`config.mk`:
```
export PLATFORM = sky130hd
export DESIGN_NAME = smb_cfg_slave
export DESIGN_NICKNAME = d
export VERILOG_FILES = /design/src/rtl/smb_cfg_slave.sv
export SDC_FILE = /design/constraint.sdc
export NUM_CORES = 1
export LEC_CHECK = 0
export ABC_CLOCK_PERIOD_IN_PS = 3920
export BUFFER_PORTS_ARGS = -buffer_cell sky130_fd_sc_hd__buf_2
export CELL_PAD_IN_SITES_DETAIL_PLACEMENT = 2
export CELL_PAD_IN_SITES_GLOBAL_PLACEMENT = 2
export CORE_MARGIN = 4
export CORE_UTILIZATION = 43
export CTS_BUF_LIST = sky130_fd_sc_hd__clkbuf_8
export CTS_CLUSTER_DIAMETER = 40
export DETAILED_ROUTE_END_ITERATION = 7
export PLACE_DENSITY = 0.88
export REMOVE_ABC_BUFFERS = 1
export SYNTH_ARGS = -nofsm -noshare
export SYNTH_HDL_FRONTEND = slang
export SYNTH_SLANG_ARGS = --single-unit
export TNS_END_PERCENT = 10
```
`constraint.sdc`:
```
create_clock -name clk -period 3.92 [get_ports clk]
set_input_delay 0.392 -clock clk [delete_from_list [all_inputs] [get_ports clk]]
set_output_delay 0.392 -clock clk [all_outputs]
set_load 0.005 [all_outputs]
```
`src/rtl/smb_cfg_slave.sv`:
```
module smb_cfg_slave #(
  parameter int               NREG     = 8,
  parameter logic [6:0]       DEV_ADDR = 7'h69,
  parameter logic [NREG*8-1:0] DEFAULTS = '0
) (
  input  logic              clk,
  input  logic              rst_n,
  input  logic              scl_i,
  input  logic              sda_i,
  output logic              sda_oe,
  output logic [NREG*8-1:0] regs_q
);

  localparam int         IW    = (NREG > 1) ? $clog2(NREG) : 1;
  localparam logic [7:0] CNT_B = 8'(NREG);

  typedef enum logic [2:0] {S_IDLE, S_ADDR, S_CMD, S_CNT, S_WDAT, S_TX, S_SKIP} st_t;

  st_t        st;
  logic [2:0] scl_p, sda_p;
  logic [7:0] sr, tx;
  logic [3:0] bitcnt;
  logic       ack_ph, blk, cnt_sent, mack;
  logic [6:0] ptr;
  logic [7:0] regs [NREG];

  logic scl_s, sda_s, scl_rise, scl_fall, start_ev, stop_ev, skip_st;
  logic [7:0] rd_val, nb;

  assign scl_s    = scl_p[1];
  assign sda_s    = sda_p[1];
  assign scl_rise = scl_p[1] & ~scl_p[2];
  assign scl_fall = ~scl_p[1] & scl_p[2];
  assign start_ev = scl_p[1] & scl_p[2] & ~sda_p[1] & sda_p[2];
  assign stop_ev  = scl_p[1] & scl_p[2] & sda_p[1] & ~sda_p[2];
  assign skip_st  = (st == S_SKIP);

  assign rd_val = (int'(ptr) < NREG) ? regs[ptr[IW-1:0]] : 8'h00;
  assign nb     = (blk && !cnt_sent) ? CNT_B : rd_val;

  for (genvar g = 0; g < NREG; g++) begin : g_out
    assign regs_q[g*8 +: 8] = regs[g];
  end

  always_ff @(posedge clk or negedge rst_n) begin
    if (!rst_n) begin
      scl_p <= 3'b111;
      sda_p <= 3'b111;
    end else begin
      scl_p <= {scl_p[1:0], scl_i};
      sda_p <= {sda_p[1:0], sda_i};
    end
  end

  always_ff @(posedge clk or negedge rst_n) begin
    if (!rst_n) begin
      st       <= S_IDLE;
      sr       <= '0;
      tx       <= '0;
      bitcnt   <= '0;
      ack_ph   <= 1'b0;
      blk      <= 1'b0;
      cnt_sent <= 1'b0;
      mack     <= 1'b0;
      ptr      <= '0;
      sda_oe   <= 1'b0;
      for (int i = 0; i < NREG; i++) regs[i] <= DEFAULTS[i*8 +: 8];
    end else if (start_ev) begin
      st     <= S_ADDR;
      bitcnt <= '0;
      ack_ph <= 1'b0;
      sda_oe <= 1'b0;
    end else if (stop_ev) begin
      st     <= S_IDLE;
      bitcnt <= '0;
      ack_ph <= 1'b0;
      sda_oe <= 1'b0;
    end else begin
      case (st)
        S_ADDR, S_CMD, S_CNT, S_WDAT: begin
          if (scl_rise && !ack_ph) begin
            sr     <= {sr[6:0], sda_s};
            bitcnt <= bitcnt + 4'd1;
          end else if (scl_fall && !ack_ph && bitcnt == 4'd8) begin
            ack_ph <= 1'b1;
            sda_oe <= 1'b1;
            case (st)
              S_ADDR: begin
                if (sr[7:1] != DEV_ADDR) begin
                  st     <= S_SKIP;
                  sda_oe <= 1'b0;
                  ack_ph <= 1'b0;
                end else if (sr[0]) begin
                  st       <= S_TX;
                  cnt_sent <= 1'b0;
                  mack     <= 1'b0;
                end else begin
                  st <= S_CMD;
                end
              end
              S_CMD: begin
                blk <= ~sr[7];
                ptr <= sr[7] ? sr[6:0] : 7'd0;
                st  <= sr[7] ? S_WDAT : S_CNT;
              end
              S_CNT: st <= S_WDAT;
              default: begin
                if (int'(ptr) < NREG) regs[ptr[IW-1:0]] <= sr;
                if (ptr != 7'h7f) ptr <= ptr + 7'd1;
              end
            endcase
          end else if (scl_fall && ack_ph) begin
            ack_ph <= 1'b0;
            bitcnt <= '0;
            sda_oe <= 1'b0;
          end
        end
        S_TX: begin
          if (scl_rise && ack_ph) begin
            mack <= sda_s;
          end else if (scl_rise) begin
            bitcnt <= bitcnt + 4'd1;
          end else if (scl_fall && ack_ph) begin
            ack_ph <= 1'b0;
            bitcnt <= '0;
            if (!mack) begin
              sda_oe <= ~nb[7];
              tx     <= {nb[6:0], 1'b0};
              if (blk && !cnt_sent) cnt_sent <= 1'b1;
              else if (ptr != 7'h7f) ptr <= ptr + 7'd1;
            end else begin
              sda_oe <= 1'b0;
              st     <= S_SKIP;
            end
          end else if (scl_fall) begin
            if (bitcnt == 4'd8) begin
              sda_oe <= 1'b0;
              ack_ph <= 1'b1;
            end else begin
              sda_oe <= ~tx[7];
              tx     <= {tx[6:0], 1'b0};
            end
          end
        end
        default: sda_oe <= 1'b0;
      endcase
    end
  end

endmodule

```
==> out/metrics.csv, run 1 <==
metric,value,unit
outcome,finished clean,
wire per inst,28.5,µm
Syn Area/Cell,11.8,µm²
Site Rows,40,
DRC viols,0,
flop-to-flop setup slack,1.15,ns
GP Congestion,0.833,
CTS max path bufs,2,
Synth cell types,70,
Sw Pwr,864,µW
number of synthesized flops with an enable pin,0,
Final Max Tran Viols,0,
antenna fix cells,0,
CTS tree,yes,
Inst Count DP,639,
critical path buffer and inverter count,1,
Yosys reg bits,104,
Worst VDD drop,241,µV
"non-filler cells, final",655,
Starting Density,0.440,
FMAX,0.361,GHz
Layout fillers,1192,
Die X,119,µm
layout cells sized above 1,0.382,
io pins,69,
Worst Reg-to-Reg Cells,7,
Routed WL,18700,µm
Critical Path Most Common Cell,nor3_4,
ANT nets after route,0,
setup slack after placement,1.17,ns
initial antenna violation count,0,
post-cts sizing count,0,
worst setup margin,1.15,ns
post-synthesis cell count,447,
power per cell area,422,mW/mm²
register area,0.00261,mm²
vias in the first global route,4652,
clk root buf,clkbuf_8,
Setup crit start kind,register,
TritonCTS buffer count,9,
Pint,1.64,mW
Hold Crit Start,sda_i,
reg2reg start,bitcnt[0],
clock slew at reported path FFs,0.10,ns
first-pass GRT wire length,28900,µm
area taken by multi-input logic gates,0.00253,mm²
sequential area share after synthesis,0.494,
crit path DAT,3.05,ns
reg2reg end,regs_q[0],
Worst-Margin Slew,1.18,ns
clock sinks,104,
Crit. End Element,register,
WP data required,4.20,ns
setup bufs post-CTS,0,
skew final,0.0131,ns
delay of the slowest cell on the worst path,0.58,ns
crit path max fanout,8,
Worst path top cell family by delay,simple AND/OR/NAND/NOR gates,
met1 usage,0.335,
share of power burned in combinational logic,0.140,
Hold Path Cell Cnt,1,
Mapped Area,0.00529,mm²
WS Path Type,reg -> reg,
setup TNS,0,ns
Synth area leader,dfrtp_1,
switching part of the total,0.344,
number of iterations in the first detailed-routing pass,4,
design area,0.00595,mm²
Pleak,2.77,nW
Die Area,0.0141,mm²
final period utilization,0.708,
IO buf count,68,
worst-skew pair later-pin latency,0.39,ns
Area contributors post-synth,"dfrtp_1 46%, mux2_2 16%, mux4_2 4.7%",
count of final hold-check violations,0,
gr usage total,0.269,
post-synth top area share,0.464,
Tmin final,2.77,ns
Hold Path End,sda_p[0],
clock power share,0.295,
HPWL after DPL,12700,µm
area grow syn2layout,12.5,%
Layout Nets,510,
crit path cell chain,inv_1 -> ha_1 -> nand3b_1 -> nor3_4 -> nand4b_4 -> nor3_4 -> mux2_2,
Ys Warns,0,
H-tree depth,3,
MaxCap Viol Count,0,
final setup vio count,0,
met3 Use GR,0.0313,
gr ovfl total,0,
largest net degree at the start of global routing,72,
Main synth FF type,dfrtp_1,
vias post-DR,4155,
RSZ-0062 raised after global routing,no,
drt initial violations,302,
busiest grt layer,met2,
CTS hold repair buffers,0,
met2 Resource Use GR,0.472,
Placed Area,0.00573,mm²
min-delay worst type,in -> reg,
core area,0.0120,mm²
CP max-delay cell,nor3_4,
max_slew headroom,0.214,
async set or reset register ratio after synthesis,1.00,
vias per cell,6.34,
sequential fraction of design power,0.565,
Die H,119,µm
cells in the mapped netlist (3+ instances only):
cell / count
dfrtp_1: 98
mux2_2: 73
a21oi_1: 30
nand2_1: 30
nor2_1: 19
clkbuf_1: 17
o21ai_0: 15
mux4_2: 11
nand2b_1: 11
a31oi_1: 9
buf_2: 8
inv_1: 8
mux2i_1: 8
nand3_1: 8
dfstp_2: 6
nor3_1: 6
o22a_1: 5
o22ai_1: 5
a211oi_1: 4
and3b_1: 4
nand3b_1: 4
ha_1: 3
nor2_4: 3
nor3b_1: 3
o41a_1: 3
placed cells by master (no fill, tap or decap), types with 3 or more instances in the layout:
cell type  synthesis  final
nor2_4             3      3
dfstp_2            6      6
clkbuf_8           0     11
o22a_1             5      5
nor2_1            19     19
nor3b_1            3      3
nor3_1             6      6
and3b_1            4      4
mux2_2            73     73
buf_4              0      5
o21ai_0           15     15
a31oi_1            9      9
nand2b_1          11     11
nand2_1           30     30
mux2i_1            8      8
a211oi_1           4      4
nand3_1            8      8
nand3b_1           4      4
o41a_1             3      3
a21oi_1           30     30
o22ai_1            5      5
mux4_2            11     11
dfrtp_1           98     98
inv_1              8      8
buf_2              8     67
ha_1               3      3
registers in the layout, summed over array words and instances (netlist names):
signal    flops
ack_ph        1
bitcnt        4
blk           1
cnt_sent      1
mack          1
ptr           7
regs_q       64
scl_p         3
sda_oe        1
sda_p         3
sr            8
st            3
tx            7
layout make-up:
| class | count | share of cell area |
|---|---|---|
| clock buffers | 11 | 0.0255 |
| repair buffers | 72 | 0.0627 |
| well taps | 147 | 0.0309 |
| clock inverters | 5 | 0.0105 |
| multi-input cells | 307 | 0.426 |
| flip-flops and latches | 104 | 0.439 |
| inverters | 9 | 0.00568 |
metrics by stage:
stage / power, mW / utilization / hold slack (ns)
floorplan: 1.55 / - / 0.0964
global placement: 1.73 / 0.477 / 0.346
detailed placement: 1.77 / 0.477 / 0.353
CTS: 2.51 / 0.495 / 0.0845
global route: 2.61 / 0.495 / 0.0888
finish: 2.51 / 0.495 / 0.0940
per-layer routing:
| layer | vias to the layer above | routed length, µm |
|---|---|---|
| met1 | 2188 | 7700 |
| met2 | 141 | 9580 |
| li1 | 1773 | - |
| met5 | - | 0 |
| met4 | 0 | 719 |
| met3 | 53 | 686 |
how the worst max path moves through the flow:
stage / cells past startpoint / start / slack (ns) / endpoint
after global routing: 7 / bitcnt[0] / 1.02 / regs_q[0]
after CTS: 7 / bitcnt[0] / 1.14 / regs_q[0]
final: 7 / bitcnt[0] / 1.15 / regs_q[0]
after detailed placement: 7 / bitcnt[0] / 1.17 / regs_q[4]
after global placement: 7 / bitcnt[0] / 1.35 / regs_q[6]
after floorplan: 4 / sda_p[1] / 1.78 / tx[1]
cell families (layout without fill, tap and decap cells):
family	after synthesis	in the layout	synth area share
xor gates and xnor gates	2	2	0.00331
DFF	104	104	0.494
adders and majority gates	3	3	0.00710
and+or+nand+nor	111	111	0.127
buffers and inverters	36	97	0.0274
AOI/OAI and AO/OA	99	99	0.124
muxes	92	92	0.217
power groups by stage:
stage / Clock [mW] / Sequential, mW / Combinational, mW
detailed placement: 0 / 1.42 / 0.344
CTS: 0.747 / 1.40 / 0.354
global placement: 0 / 1.40 / 0.324
finish: 0.740 / 1.42 / 0.352
floorplan: 0 / 1.32 / 0.230
global route: 0.797 / 1.43 / 0.387
No activity file was read; power rests on OpenSTA's default activity.
==> run 2, diff against run 1 <==
--- a/config.mk
+++ b/config.mk
@@ -5,16 +5,16 @@
 export SDC_FILE = /design/constraint.sdc
 export NUM_CORES = 1
 export LEC_CHECK = 0
-export ABC_CLOCK_PERIOD_IN_PS = 3920
+export ABC_CLOCK_PERIOD_IN_PS = 2600
 export BUFFER_PORTS_ARGS = -buffer_cell sky130_fd_sc_hd__buf_2
 export CELL_PAD_IN_SITES_DETAIL_PLACEMENT = 2
 export CELL_PAD_IN_SITES_GLOBAL_PLACEMENT = 2
 export CORE_MARGIN = 4
-export CORE_UTILIZATION = 43
+export CORE_UTILIZATION = 40
 export CTS_BUF_LIST = sky130_fd_sc_hd__clkbuf_8
 export CTS_CLUSTER_DIAMETER = 40
 export DETAILED_ROUTE_END_ITERATION = 7
-export PLACE_DENSITY = 0.88
+export PLACE_DENSITY = 0.83
 export REMOVE_ABC_BUFFERS = 1
 export SYNTH_ARGS = -nofsm -noshare
 export SYNTH_HDL_FRONTEND = slang
==> constraint.sdc (replaced) <==
create_clock -name clk -period 2.6 [get_ports clk]
set_input_delay 0.26 -clock clk [delete_from_list [all_inputs] [get_ports clk]]
set_output_delay 0.26 -clock clk [all_outputs]
set_load 0.005 [all_outputs]
==> run 2 against run 1 <==
  * Core utilization fell by 1.2 points
  * Sequential power rose by 46%
  * Clock skew decreased by 0.0014 ns
  * Critical path type unchanged
==> out/metrics.csv, run 2 (synthesized netlist as in run 1, its figures left out) <==
metric,value,unit,change
wire per inst,25.9,µm,-9.1%
GP Congestion,0.825,,-0.95%
count of final hold-check violations,0,,unchanged
power per cell area,627,mW/mm²,+49%
HPWL after DPL,12900,µm,+1.5%
IO buf count,68,,unchanged
worst-skew pair later-pin latency,0.39,ns,about the same
crit path DAT,2.80,ns,-0.25 ns
Worst VDD drop,327,µV,+36%
WS Path Type,reg -> reg,,
setup slack after placement,0.0322,ns,-1.13 ns
Crit. End Element,register,,
Sw Pwr,1.28,mW,+48%
io pins,69,,unchanged
register area,0.00261,mm²,unchanged
vias in the first global route,4705,,+1.1%
WL met3,821,µm,+20%
Worst-Margin Slew,0.789,ns,-0.391 ns
gr ovfl total,0,,unchanged
largest net degree at the start of global routing,55,,-24%
antenna fix cells,0,,unchanged
skew final,0.0116,ns,-0.00144 ns
Die X,123,µm,+3.4%
Hold Crit Start,sda_p[0],,
critical path buffer and inverter count,1,,unchanged
core area,0.0128,mm²,+6.3%
max layer used,met4,,
clk root buf,clkbuf_8,,
post-cts sizing count,0,,unchanged
ANT nets after route,0,,unchanged
gr usage total,0.251,,-0.0180
FMAX,0.397,GHz,+10%
CP max-delay cell,dfrtp_1,,
CTS tree,yes,,
vias per cell,5.93,,-6.5%
"commonest cells after routing, fill and taps aside","98 x dfrtp_1, 73 x mux2_2, 67 x buf_2",,
RSZ-0062 raised after global routing,no,,
Setup crit start kind,register,,
Tmin final,2.52,ns,-0.252 ns
Inst Count DP,680,,+6.4%
DRC viols,0,,unchanged
reg2reg end,regs_q[29],,
final period utilization,0.970,,+0.262
Final Max Tran Viols,0,,unchanged
min-delay worst type,reg -> reg,,
layout cells sized above 1,0.398,,+0.0166
switching part of the total,0.331,,-0.0138
max_slew headroom,0.472,,+0.259
WP data required,2.88,ns,-1.32 ns
initial antenna violation count,0,,unchanged
share of power burned in combinational logic,0.164,,+0.024
drt initial violations,233,,-23%
delay of the slowest cell on the worst path,0.42,ns,-0.16 ns
Largest register FFs,64,,unchanged
met2 routed WL,9500,µm,-0.85%
"non-filler cells, final",699,,+6.7%
"leading cell type in the layout, fill and taps excluded",dfrtp_1,,
clock slew at reported path FFs,0.10,ns,about the same
area grow syn2layout,16.7,%,
reg2reg start,bitcnt[0],,
final setup vio count,0,,unchanged
outcome,finished clean,,
first-pass GRT wire length,28400,µm,-1.7%
flop-to-flop setup slack,0.08,ns,-1.07 ns
Starting Density,0.414,,-0.0263
worst setup margin,0.0783,ns,-1.07 ns
CTS max path bufs,2,,unchanged
sequential fraction of design power,0.534,,-0.031
Die H,123,µm,+3.4%
Layout fillers,1286,,+7.9%
vias post-DR,4147,,-0.19%
Hold Path Cell Cnt,0,,-1
Hold Path End,sda_p[1],,
Die Area,0.0151,mm²,+7.0%
Routed WL,18100,µm,-3.0%
final hold slack,0.360,ns,+0.266 ns
Pleak,2.89,nW,+4.2%
TritonCTS buffer count,9,,unchanged
setup TNS,0,ns,unchanged
Layout Nets,530,,+3.9%
Pint,2.59,mW,+58%
clock sinks,104,,unchanged
Site Rows,41,,+2.5%
Worst path top cell family by delay,simple AND/OR/NAND/NOR gates,,
crit path max fanout,8,,unchanged
crit path cell chain,inv_1 -> ha_1 -> nand3b_1 -> nor3_4 -> and4_1 -> nand2b_1 -> mux2_2,,
M1 WL,7360,µm,-4.4%
MaxCap Viol Count,0,,unchanged
H-tree depth,3,,unchanged
area taken by multi-input logic gates,0.00253,mm²,unchanged
clock power share,0.302,,+0.007
number of iterations in the first detailed-routing pass,4,,unchanged
Worst Reg-to-Reg Cells,7,,unchanged
## run 2: timing repair
action	CTS	global route
setup buffers	0	1
hold buffers	3	0
endpoints found under the hold margin	51	0
setup endpoints to repair	0	8
## run 2: layer usage
layer | track usage | vias to the layer above
met5 | 0 | -
met4 | 0.0789 | 0
met3 | 0.0549 | 31
met2 | 0.441 | 112
met1 | 0.310 | 2179
li1 | - | 1825
## run 2: worst register-to-register path, delay by kind of cell, from the launching register on
family,cells,cell delay (ns)
muxes,1,0.41
buffers and inverters,1,0.09
DFF,1,0.42
adders and majority gates,1,0.17
and+or+nand+nor,4,1.32
## run 2: cell type report
class,instances,area share
multi-input combinational,307,0.410
sequential,104,0.423
timing repair buffer,92,0.0900
clock inverter,5,0.0142
clock buffer,10,0.0223
inverter,9,0.00547
tap,172,0.0349
## run 2: how the worst max path moves through the flow
stage	start	to	slack, ns	cells after the start
6_report	bitcnt[0]	regs_q[29]	0.08	7
3_5_place_dp	bitcnt[0]	regs_q[1]	0.03	7
4_1_cts	bitcnt[0]	regs_q[1]	0.03	7
3_3_place_gp	bitcnt[0]	regs_q[5]	0.20	7
2_1_floorplan	sda_p[1]	tx[1]	0.46	4
5_1_grt	bitcnt[0]	regs_q[28]	0.008	7
## run 2: power groups by stage
stage	Clock [mW]	Combinational (mW)	Sequential (mW)
2_1_floorplan	0	0.347	1.99
3_3_place_gp	0	0.580	2.07
3_5_place_dp	0	0.629	2.09
4_1_cts	1.19	0.638	2.06
5_1_grt	1.27	0.694	2.10
6_report	1.17	0.635	2.07
## run 2: stage by stage
stage | total power [mW] | area (µm²) | util
6_report | 3.87 | 6170 | 0.483
5_1_grt | 4.06 | 6170 | 0.483
4_1_cts | 3.89 | 6150 | 0.482
3_5_place_dp | 2.72 | 5900 | 0.462
3_3_place_gp | 2.65 | 5900 | 0.462
2_1_floorplan | 2.33 | 5180 | -
==> run 3, diff against run 2 <==
--- a/config.mk
+++ b/config.mk
@@ -9,7 +9,6 @@
 export BUFFER_PORTS_ARGS = -buffer_cell sky130_fd_sc_hd__buf_2
 export CELL_PAD_IN_SITES_DETAIL_PLACEMENT = 2
 export CELL_PAD_IN_SITES_GLOBAL_PLACEMENT = 2
-export CORE_MARGIN = 4
 export CORE_UTILIZATION = 40
 export CTS_BUF_LIST = sky130_fd_sc_hd__clkbuf_8
 export CTS_CLUSTER_DIAMETER = 40
==> run 3 against run 2 <==
  * Highest routed layer unchanged
  * Largest power group unchanged
  * Critical endpoint is now regs_q[30]
  * Routed wire length is 3.7% lower
  * Largest cell class unchanged
  * Clock power is essentially flat
  * Clock-buffer cell count down 1
==> out/metrics.csv, run 3 (synthesized netlist as in run 1, its figures left out) <==
metric,value,unit,change
first-pass GRT wire length,27100,µm,-4.4%
min-delay worst type,reg -> reg,,
gr usage total,0.275,,+0.0233
final setup vio count,0,,unchanged
crit path DAT,2.78,ns,-0.02 ns
Worst VDD drop,347,µV,+6.2%
ANT nets after route,0,,unchanged
Setup crit start kind,register,,
io pins,69,,unchanged
Site Rows,41,,unchanged
drt initial violations,208,,-11%
Routed WL,17500,µm,-3.7%
Worst-Margin Slew,0.757,ns,-0.0317 ns
"commonest cells after routing, fill and taps aside","98 x dfrtp_1, 73 x mux2_2, 67 x buf_2",,
final period utilization,0.962,,-0.00779
vias post-DR,4165,,+0.43%
CP max-delay cell,nor3_4,,
CTS tree,yes,,
Tmin final,2.50,ns,-0.0202 ns
Starting Density,0.414,,unchanged
largest net degree at the start of global routing,53,,-3.6%
Die Area,0.0137,mm²,-9.5%
Worst Reg-to-Reg Cells,7,,unchanged
layout cells sized above 1,0.403,,+0.00416
"non-filler cells, final",701,,+0.29%
FMAX,0.400,GHz,+0.81%
sequential fraction of design power,0.529,,-0.005
antenna fix cells,0,,unchanged
reg2reg end,regs_q[30],,
HPWL after DPL,12700,µm,-2.0%
worst-skew pair later-pin latency,0.39,ns,about the same
gr ovfl total,0,,unchanged
wire per inst,24.9,µm,-3.9%
Worst path top cell family by delay,simple AND/OR/NAND/NOR gates,,
MaxCap Viol Count,0,,unchanged
Hold Crit Start,sda_p[0],,
GP Congestion,0.795,,-3.7%
crit path cell chain,inv_1 -> ha_1 -> nand3b_1 -> nor3_4 -> and4_1 -> nand2b_1 -> mux2_2,,
crit path max fanout,8,,unchanged
clk root buf,clkbuf_8,,
Crit. End Element,register,,
vias per cell,5.94,,+0.15%
Hold Path Cell Cnt,0,,unchanged
area taken by multi-input logic gates,0.00254,mm²,+0.25%
switching part of the total,0.334,,+0.00360
critical path buffer and inverter count,1,,unchanged
"leading cell type in the layout, fill and taps excluded",dfrtp_1,,
Sw Pwr,1.30,mW,+1.6%
Layout Nets,531,,+0.19%
TritonCTS buffer count,9,,unchanged
Pint,2.59,mW,about the same
clock sinks,104,,unchanged
clock slew at reported path FFs,0.10,ns,about the same
Die X,117,µm,-4.9%
Inst Count DP,682,,+0.29%
Crit path depth,7,,unchanged
max_slew headroom,0.493,,+0.0212
IO buf count,68,,unchanged
count of final hold-check violations,0,,unchanged
CTS max path bufs,2,,unchanged
power per cell area,629,mW/mm²,+0.29%
Final Max Tran Viols,0,,unchanged
WS Path Type,reg -> reg,,
H-tree depth,3,,unchanged
number of iterations in the first detailed-routing pass,5,,+1
WP data required,2.88,ns,about the same
clock power share,0.299,,-0.003
Pleak,2.90,nW,+0.45%
delay of the slowest cell on the worst path,0.47,ns,+0.05 ns
core area,0.0128,mm²,unchanged
Hold Path End,sda_p[1],,
Die H,117,µm,-4.9%
setup TNS,0,ns,unchanged
RSZ-0062 raised after global routing,yes,,
area grow syn2layout,17.0,%,
skew final,0.0122,ns,+0.000581 ns
Layout fillers,1277,,-0.70%
Largest register FFs,64,,unchanged
register area,0.00261,mm²,unchanged
initial antenna violation count,0,,unchanged
share of power burned in combinational logic,0.172,,+0.008
reg2reg start,bitcnt[0],,
DRC viols,0,,unchanged
flop-to-flop setup slack,0.1,ns,+0.02 ns
outcome,finished clean,,
vias in the first global route,4631,,-1.6%
-- run 3: cell types whose count changed in the layout (fill, tap and decap cells not counted), sizes merged --
cell | previous run | this run
inv | 10 | 11
clkbuf | 10 | 9
clkinv | 1 | 3
buf | 89 | 90
clkinvlp | 1 | 0
-- run 3: timing repair --
action	CTS	global route
endpoints found under the hold margin	46	0
setup buffers	0	0
hold buffers	3	0
gates resized for setup	0	1
endpoints found under the setup margin	0	7
-- run 3: cell type report --
| cell class | instances | area share |
|---|---|---|
| multi-input combinational | 307 | 0.410 |
| clock inverter | 7 | 0.0164 |
| inverter | 9 | 0.00546 |
| clock buffer | 9 | 0.0200 |
| timing repair buffer | 93 | 0.0910 |
| tap | 172 | 0.0348 |
| sequential | 104 | 0.422 |
-- run 3: layer usage --
metal	global-route usage	part of all wire	vias to the layer above
li1	-	-	1815
met1	0.335	0.42	2218
met2	0.486	0.52	109
met3	0.0613	0.042	23
met4	0.0827	0.020	0
met5	0	0	-
-- run 3: worst max path at each step --
stage                    from          to  slack [ns]
finish              bitcnt[0]  regs_q[30]         0.1
global route        bitcnt[0]  regs_q[27]      -0.007
CTS                  scl_p[1]      ptr[0]        0.10
detailed placement   scl_p[1]      ptr[0]        0.15
global placement     scl_p[1]      ptr[0]        0.24
floorplan            sda_p[1]       tx[1]        0.46
-- run 3: through the flow --
| stage | area (µm²) | total power, mW | util | setup slack (ns) | hold WS, ns |
|---|---|---|---|---|---|
| 2_1_floorplan | 5180 | 2.33 | - | 0.455 | -0.0356 |
| 3_3_place_gp | 5920 | 2.68 | 0.464 | 0.239 | 0.347 |
| 3_5_place_dp | 5920 | 2.75 | 0.464 | 0.148 | 0.347 |
| 4_1_cts | 6180 | 3.93 | 0.484 | 0.100 | 0.366 |
| 5_1_grt | 6190 | 4.06 | 0.484 | -0.00743 | 0.368 |
| 6_report | 6190 | 3.89 | 0.484 | 0.0985 | 0.365 |
-- run 3: power groups by stage --
stage	Clock (mW)	Sequential, mW	Combinational (mW)
final	1.16	2.06	0.670
after global routing	1.26	2.08	0.722
after global placement	0	2.06	0.621
after detailed placement	0	2.09	0.662
after floorplan	0	1.99	0.347
after CTS	1.20	2.06	0.672
